--- src/rtl/dram_seq_pkg.sv ---
package dram_seq_pkg;

  typedef enum logic [2:0] {
    ST_IDLE,
    ST_SETUP,
    ST_RHOLD,
    ST_CSET,
    ST_CACT,
    ST_CREL
  } seq_state_t;

  localparam logic [1:0] LANES_OFF = 2'b11;

endpackage

--- src/rtl/dram_addr_map.sv ---
module dram_addr_map #(
  parameter int OFFSET_W = 13,
  parameter int BANK_W   = 5,
  parameter int BUS_W    = 9
) (
  input  logic [OFFSET_W-1:0] offset,
  input  logic [BANK_W-1:0]   bank,
  output logic [BUS_W-1:0]    row_word,
  output logic [BUS_W-1:0]    col_word,
  output logic [1:0]          lane_sel
);

  localparam int ROW_ADDR_BITS = BUS_W - 1;
  localparam int COL_ADDR_BITS = OFFSET_W - 1 - ROW_ADDR_BITS;
  localparam int BANK_LO_BITS  = BANK_W - 1;

  // row word: offset bits above the lane bit, then the top bank bit
  for (genvar i = 0; i < ROW_ADDR_BITS; i++) begin : g_row
    assign row_word[i] = offset[i + 1];
  end
  assign row_word[BUS_W-1] = bank[BANK_W-1];

  // column word: remaining offset bits, low bank bits, top bank bit again
  for (genvar i = 0; i < COL_ADDR_BITS; i++) begin : g_col_off
    assign col_word[i] = offset[ROW_ADDR_BITS + 1 + i];
  end
  for (genvar i = 0; i < BANK_LO_BITS; i++) begin : g_col_bank
    assign col_word[COL_ADDR_BITS + i] = bank[i];
  end
  assign col_word[BUS_W-1] = bank[BANK_W-1];

  // lane select, one-hot active high: bit 0 for even, bit 1 for odd
  assign lane_sel = offset[0] ? 2'b10 : 2'b01;

endmodule

--- src/rtl/dram_strobe_fsm.sv ---
module dram_strobe_fsm
  import dram_seq_pkg::*;
#(
  parameter int BUS_W      = 9,
  parameter int COL_CYCLES = 2
) (
  input  logic             clk,
  input  logic             rst_n,
  input  logic             start,
  input  logic             write,
  input  logic [1:0]       lane_sel,
  input  logic             phase_hi,
  input  logic [BUS_W-1:0] row_word,
  input  logic [BUS_W-1:0] col_word,
  output logic             idle,
  output logic [BUS_W-1:0] mux_addr,
  output logic             row_n,
  output logic             col_n,
  output logic [1:0]       we_n
);

  localparam int CNT_W = (COL_CYCLES > 1) ? $clog2(COL_CYCLES) : 1;
  localparam logic [CNT_W-1:0] CNT_LOAD = CNT_W'(COL_CYCLES - 1);

  seq_state_t       state;
  logic [BUS_W-1:0] col_hold;
  logic [1:0]       lane_hold;
  logic             wr_hold;
  logic [CNT_W-1:0] cnt;

  assign idle = (state == ST_IDLE);

  always_ff @(posedge clk or negedge rst_n) begin
    if (!rst_n) begin
      state     <= ST_IDLE;
      mux_addr  <= '0;
      col_hold  <= '0;
      lane_hold <= 2'b00;
      wr_hold   <= 1'b0;
      cnt       <= '0;
      row_n     <= 1'b1;
      col_n     <= 1'b1;
      we_n      <= LANES_OFF;
    end else begin
      case (state)
        ST_IDLE: begin
          if (start) begin
            mux_addr  <= row_word;
            col_hold  <= col_word;
            lane_hold <= lane_sel;
            wr_hold   <= write;
            state     <= ST_SETUP;
          end
        end
        ST_SETUP: begin
          if (phase_hi) begin
            row_n <= 1'b0;
            state <= ST_RHOLD;
          end
        end
        ST_RHOLD: begin
          mux_addr <= col_hold;
          state    <= ST_CSET;
        end
        ST_CSET: begin
          col_n <= 1'b0;
          if (wr_hold) we_n <= ~lane_hold;
          cnt   <= CNT_LOAD;
          state <= ST_CACT;
        end
        ST_CACT: begin
          if (cnt == '0) begin
            we_n  <= LANES_OFF;
            state <= ST_CREL;
          end else begin
            cnt <= cnt - 1'b1;
          end
        end
        ST_CREL: begin
          row_n <= 1'b1;
          col_n <= 1'b1;
          state <= ST_IDLE;
        end
        default: state <= ST_IDLE;
      endcase
    end
  end

endmodule

--- src/rtl/dram_addr_seq.sv ---
module dram_addr_seq #(
  parameter int OFFSET_W   = 13,
  parameter int BANK_W     = 5,
  parameter int BUS_W      = 9,
  parameter int COL_CYCLES = 2
) (
  input  logic                clk,
  input  logic                rst_n,
  input  logic                req_valid,
  output logic                req_ready,
  input  logic                req_write,
  input  logic [OFFSET_W-1:0] req_offset,
  input  logic [BANK_W-1:0]   req_bank,
  input  logic                phase_hi,
  output logic [BUS_W-1:0]    mux_addr,
  output logic                row_stb_n,
  output logic                col_stb_n,
  output logic [1:0]          lane_we_n
);

  logic [BUS_W-1:0] row_word;
  logic [BUS_W-1:0] col_word;
  logic [1:0]       lane_sel;
  logic             idle;
  logic             start;

  dram_addr_map #(
    .OFFSET_W(OFFSET_W),
    .BANK_W  (BANK_W),
    .BUS_W   (BUS_W)
  ) u_map (
    .offset  (req_offset),
    .bank    (req_bank),
    .row_word(row_word),
    .col_word(col_word),
    .lane_sel(lane_sel)
  );

  assign req_ready = idle;
  assign start     = req_valid & idle;

  dram_strobe_fsm #(
    .BUS_W     (BUS_W),
    .COL_CYCLES(COL_CYCLES)
  ) u_fsm (
    .clk     (clk),
    .rst_n   (rst_n),
    .start   (start),
    .write   (req_write),
    .lane_sel(lane_sel),
    .phase_hi(phase_hi),
    .row_word(row_word),
    .col_word(col_word),
    .idle    (idle),
    .mux_addr(mux_addr),
    .row_n   (row_stb_n),
    .col_n   (col_stb_n),
    .we_n    (lane_we_n)
  );

endmodule

--- config.mk ---
export PLATFORM = sky130hd
export DESIGN_NAME = dram_addr_seq
export DESIGN_NICKNAME = d
export VERILOG_FILES = /design/src/rtl/dram_seq_pkg.sv /design/src/rtl/dram_addr_map.sv /design/src/rtl/dram_strobe_fsm.sv /design/src/rtl/dram_addr_seq.sv
export SDC_FILE = /design/constraint.sdc
export NUM_CORES = 1
export LEC_CHECK = 0
export CAP_MARGIN = 15
export CORE_MARGIN = 4
export CORE_UTILIZATION = 54
export DETAILED_ROUTE_END_ITERATION = 10
export DONT_BUFFER_PORTS = 1
export PLACE_DENSITY = 0.78
export REMOVE_ABC_BUFFERS = 1
export SETUP_SLACK_MARGIN = 0.4
export SYNTH_ARGS = -nofsm -noshare
export SYNTH_HDL_FRONTEND = slang
export SYNTH_SLANG_ARGS = --single-unit
--- constraint.sdc ---
create_clock -name clk -period 1.5 [get_ports clk]
set_input_delay 0.375 -clock clk [delete_from_list [all_inputs] [get_ports clk]]
set_output_delay 0.375 -clock clk [all_outputs]
set_load 0.02 [all_outputs]
# After elaboration in Yosys (flattened, before gate mapping)
# Index checks and enable logic that the tools add are counted.
dict set report word_totals {
  reg_bits 29
  latch_bits 0
  ram_bits 0
  rom_bits 0
  input_bits 23
  out_inout_bits 14
  word_cells 46
  memories 0
}
dict set report op_classes {
  n_addsub 1
  multipliers 0
  n_div 0
  n_lt_le_gt_ge 0
  n_eq_ne 9
  n_shift 0
  mux 15
  n_bitwise 2
  n_reduce_logical 10
}
# cell n
set ops {}
lappend ops {{case mux 9 bit (2 select lines)} 1}
lappend ops {{case mux 3 bit (5 select lines)} 1}
lappend ops {{two-way mux 3 bit} 3}
lappend ops {{two-way mux 9 bit} 1}
lappend ops {{nonzero test 2 bit} 4}
lappend ops {{== test 3 x 2 -> 1 bit, second input constant} 2}
lappend ops {{== test 3 bit, second input constant} 2}
lappend ops {{two-way mux 2 bit} 3}
lappend ops {{case mux 1 bit (2 select lines)} 3}
lappend ops {{AND reduction 2 bit} 3}
lappend ops {{AND reduction 3 bit} 2}
lappend ops {{!= test 2 x 1 -> 1 bit, second input constant} 2}
lappend ops {{!= test 2 bit, second input constant} 2}
lappend ops {{case mux 2 bit (2 select lines)} 1}
lappend ops {{== test 3 x 1 -> 1 bit, second input constant} 1}
lappend ops {{logical NOT 3 bit} 1}
lappend ops {{two-way mux 1 bit} 2}
lappend ops {{inverter 2 bit} 1}
lappend ops {{bitwise AND 1 bit} 1}
lappend ops {{subtractor 1 bit, second input constant} 1}

# Depth between registers and ports, before layout
dict set report depth {
  depth_word 4
  ltp_mapped 4
  mapped_depth_nobuf 3
}

# By module
# A second synthesis with hierarchy kept.
dict set report hier_totals {
  hier_cells 137
  hier_area_um2 1491.4
}
# mod instances cells_per_inst area_each_um2 seq_area_each_um2
set by_module_without_submodules {}
lappend by_module_without_submodules {dram_strobe_fsm 1 116 1338.8 730.7}
lappend by_module_without_submodules {dram_addr_map 1 20 146.4 0.0}
lappend by_module_without_submodules {dram_addr_seq 1 1 6.3 0.0}

# Least setup slack after synthesis
# No wires, ideal clock.
dict set report synth_path {
  kind {reg-to-output}
  startpoint {register u_fsm.state[0]}
  endpoint {output req_ready}
  arrival_time_ns 1.120
  required_ns 1.125
  slack_ns 0.005
  path_stages_with_launch 3
  n_path_buf 1
  cell_sequence {dfrtp_1 -> buf_2 -> nor3_1}
}
dict set report synth_via {
  elab_chain_cells 1
}
# item line
set synth_rtl {}
lappend synth_rtl {{start: declaration} dram_strobe_fsm.sv:25} ;# seq_state_t state;
lappend synth_rtl {{start signal: assignment} dram_strobe_fsm.sv:35} ;# state <= ST_IDLE;
lappend synth_rtl {{start signal: assignment} dram_strobe_fsm.sv:52} ;# state <= ST_SETUP;
lappend synth_rtl {{start signal: assignment} dram_strobe_fsm.sv:58} ;# state <= ST_RHOLD;
lappend synth_rtl {{logical NOT 3 bit} dram_strobe_fsm.sv:31} ;# assign idle = (state == ST_IDLE);
lappend synth_rtl {{end: declaration} dram_addr_seq.sv:10} ;# output logic req_ready,
# Every way passes these cells.

# Worst setup path in the final report
dict set report layout_path {
  startpoint {register u_fsm.state[1]}
  endpoint {register u_fsm.lane_hold[1]}
}
dict set report layout_via {
  elab_chain_cells 3
}
# item line
set layout_rtl {}
lappend layout_rtl {{logical NOT 3 bit *} {dram_strobe_fsm.sv:31, dram_strobe_fsm.sv:45}}
lappend layout_rtl {{bitwise AND 1 bit} dram_addr_seq.sv:40} ;# assign start = req_valid & idle;
lappend layout_rtl {{AND reduction 2 bit (no line) *} -}
lappend layout_rtl {{end signal: assignment} dram_strobe_fsm.sv:50} ;# lane_hold <= lane_sel;
lappend layout_rtl {{end: declaration} dram_strobe_fsm.sv:27} ;# logic [1:0] lane_hold;
# Every way passes the cells marked *; elsewhere a longest branch is shown, timed or not.
# A chain may end at the register's enable or synchronous reset.

==> flow_metrics.py <==
metrics = {
    "logic_synthesis": {
        "yosys-top-cells-area": "dfrtp_1, mux2_2, dfstp_2, o21ai_0, a22oi_1",
        "async_reset_ff_share_pct": 100,
        "synth_compound_area_share_pct": 15.2,
        "synth_xor_area_share_pct": 0,
        "syn_area_mm2": 0.00125,
        "synthAdderAreaFrac_pct": 0,
        "ys_seq_area_share_pct": 58.6,
        "synth_area_per_cell_um2": 11.8,
        "synth_top_family_by_area": "compound AO/OA/AOI/OAI gates",
        "synth_edf_count": 0,
        "synthSimpleGateAreaFrac_pct": 13.7,
        "synth.distinct_cells": 28,
        "yosysTopAreaCellShare_pct": 50.2,
        "netlist_instances": 106,
        "ys_seq_elements": 29,
        "synth_ff_type": "dfrtp_1",
        "synth.largest_area_cell": "dfrtp_1",
        "synth.area.mux_share_pct": 9.04,
        "yosysWarningCount": 0,
    },
    "grt": {
        "met1_usage_pct": 27.2,
        "use_met3_pct": 8.58,
        "grt_pass1_wl_mm": 5.71,
        "grt_pass1_vias": 1124,
        "antenna_found_initial": 0,
        "overflow": 0,
        "grt_usage_pct": 24.7,
        "grt_max_degree": 30,
        "busiest_layer": "met2",
        "gr-usage-met2_pct": 40.4,
    },
    "placed_design": {
        "place_hpwl_mm": 1.79,
        "io_buffers": 0,
        "place_congestion": 0.808,
    },
    "worst_setup_path": {
        "crit_required_ns": 1.71,
        "setup.worst_path.class": "flip-flop to flip-flop",
        "cp.arrival_ns": 1.79,
        "endpoint_kind": "flip-flop",
        "crit_fanout": 10,
        "cp-start-kind": "flip-flop",
    },
    "outcome": {
        "violations": "negative setup slack",
        "status": "finished with violations",
    },
    "floorplan": {
        "start_util_pct": 56.3,
        "fp-row-count": 17,
        "die_y_um": 56.0,
        "die_area_mm2": 0.00314,
        "die_w_um": 56.0,
        "ios": 37,
        "core_area_mm2": 0.00221,
    },
    "drt": {
        "wire_per_inst_um": 22.8,
        "dr.pass1.iters": 4,
        "postRouteAntennaNets": 0,
        "routed_wl_mm": 3.87,
        "drc": 0,
        "drtIter0Drc": 37,
        "vias": 1034,
        "vias_per_cell": 6.08,
    },
    "clock_network": {
        "htreeDepth": 2,
        "numCtsBuffers": 5,
        "clkSlewWorstSetupHoldPaths_ns": 0.10,
        "cts_root_buf": "clkbuf_4",
        "cts_tree": "yes",
        "clock_latency_ns": 0.32,
        "cts_sinks": 29,
        "cts.path.max_buffers": 2,
    },
    "power": {
        "p_seq_share_pct": 37.1,
        "clockPowerShare_pct": 14.8,
        "ir_worst_vdd_uv": 1490,
        "power.internal_mw": 2.83,
        "leakagePower_nw": 0.855,
        "powerDensity_mw_per_mm2": 2370,
        "swShare_pct": 38.0,
        "p_comb_share_pct": 48.2,
        "p_sw_mw": 1.73,
    },
    "final_layout": {
        "drive_gt1_share_pct": 66.9,
        "n_antenna_cell": 0,
        "final_util_pct": 87.0,
        "synthToLayoutAreaGrowth_pct": 54.4,
        "fillers": 97,
        "final_nets": 164,
    },
    "timing": {
        "min_period_ns": 1.58,
        "maxSlewHeadroom_pct": 78.3,
        "maxSlewViolCount": 0,
        "max_clock_freq_ghz": 0.634,
        "min_period_over_period_pct": 105,
        "grt_setup_unrepaired": "true",
        "setup_violations": 12,
        "fin_skew_ns": 0.00765,
        "worst_slack_ns": -0.0773,
        "hold_violations": 0,
        "worstMarginPinSlew_ns": 0.324,
        "whs_ns": 0.130,
    },
    "run": {
        "cap_violations": 0,
    },
    "min_path": {
        "holdCritPathClass": "primary input to flip-flop",
    },
}
[worst max-delay path: stages (launching register included)]
cell and delay (ns):
dfrtp_1 0.41, buf_4 0.16, nor4b_4 0.35, buf_6 0.23, mux2_4 0.31
[area by class of cell]
type | count | area [µm²] | share of cell area [%]
inverters | 1 | 3.75 | 0.195
multi-input cells | 71 | 701 | 36.4
well taps | 28 | 35.0 | 1.82
flip-flops and latches | 29 | 743 | 38.6
clock inverters | 1 | 30.0 | 1.56
repair buffers | 33 | 357 | 18.5
clock buffers | 7 | 55.1 | 2.86
[cell usage after synthesis, drive strengths merged, types with 2 or more instances]
cell and count:
dfrtp 25, nand2 13, o21ai 12, mux2 10, a22oi 8, buf 5, a21oi 4, dfstp 4
nor2 4, nand2b 3, a2bb2oi 2, nor2b 2
[layer usage]
layer,share of wire [%],up-vias
li1,-,449
met1,38,521
met2,51,45
met3,6.8,19
met4,4.5,0
met5,0,-
[worst paths after layout]
| path | endpoint | slack (ns) | start | cells after the start |
|---|---|---|---|---|
| max | u_fsm.lane_hold[1]$_DFFE_PN0P_ | -0.08 | u_fsm.state[1]$_DFFE_PN0P_ | 4 |
| min | u_fsm.lane_hold[0]$_DFFE_PN0P_ | 0.13 | req_offset[0] | 1 |
| max reg2reg | u_fsm.lane_hold[1]$_DFFE_PN0P_ | -0.08 | u_fsm.state[1]$_DFFE_PN0P_ | 4 |
| min reg2reg | u_fsm.we_n[0]$_DFFE_PN1P_ | 0.42 | u_fsm.lane_hold[0]$_DFFE_PN0P_ | 1 |
| max in group asynchronous | u_fsm.we_n[0]$_DFFE_PN1P_ | 0.77 | rst_n | 2 |
| min in group asynchronous | u_fsm.state[1]$_DFFE_PN0P_ | 0.49 | rst_n | 2 |
[kinds of logic after synthesis]
kind of cell / Yosys count
flops: 29
buf+inv: 7
compound gates: 30
simple gates: 30
mux: 10
[power by group through the flow]
stage	combinational (mW)	clock, mW	sequential [mW]
6_report	2.20	0.673	1.69
5_1_grt	2.32	0.728	1.73
4_1_cts	1.77	0.675	1.65
3_5_place_dp	1.00	0	1.62
3_3_place_gp	0.954	0	1.60
2_1_floorplan	0.681	0	1.60
[metrics by stage]
stage / setup TNS, ns / setup WS [ns] / power [mW] / area, µm² / std cells
after floorplan: -4.75 / -0.344 / 2.28 / 1210 / 100
after global placement: 0 / 0.0804 / 2.56 / 1300 / 136
after detailed placement: 0 / 0.0360 / 2.63 / 1300 / 136
after CTS: -0.324 / -0.0577 / 4.09 / 1770 / 162
after global routing: -1.13 / -0.106 / 4.78 / 1920 / 170
final: -0.705 / -0.0773 / 4.56 / 1920 / 170
[layout by cell type, fill, tap and decap left out, drive strengths merged, types with 2 or more instances in the layout]
master   instances
nor2             4
dfstp            4
or2              2
nor2b            2
a21oi            4
nand2           13
mux2            10
a22oi            8
a2bb2oi          2
buf             31
nand2b           3
clkbuf           8
dfrtp           25
o21ai           12
[repair_timing]
| item | in CTS | in global routing |
|---|---|---|
| gates cloned | 2 | 0 |
| pin swaps | 22 | 10 |
| buffers inserted | 14 | 8 |
| hold buffers | 2 | 0 |
| endpoints found under the setup margin | 42 | 42 |
| resized for setup | 60 | 26 |
| endpoints found under the hold margin | 29 | 0 |
[flip-flops by register name, indices dropped and copies added, names as in the netlist]
register and count:
u_fsm.row_n 1, u_fsm.we_n 2, u_fsm.wr_hold 1, u_fsm.col_n 1, u_fsm.lane_hold 2, u_fsm.state 3, u_fsm.cnt 1, u_fsm.mux_addr 9
u_fsm.col_hold 9
Note: power is estimated with default switching activity, not from simulation.
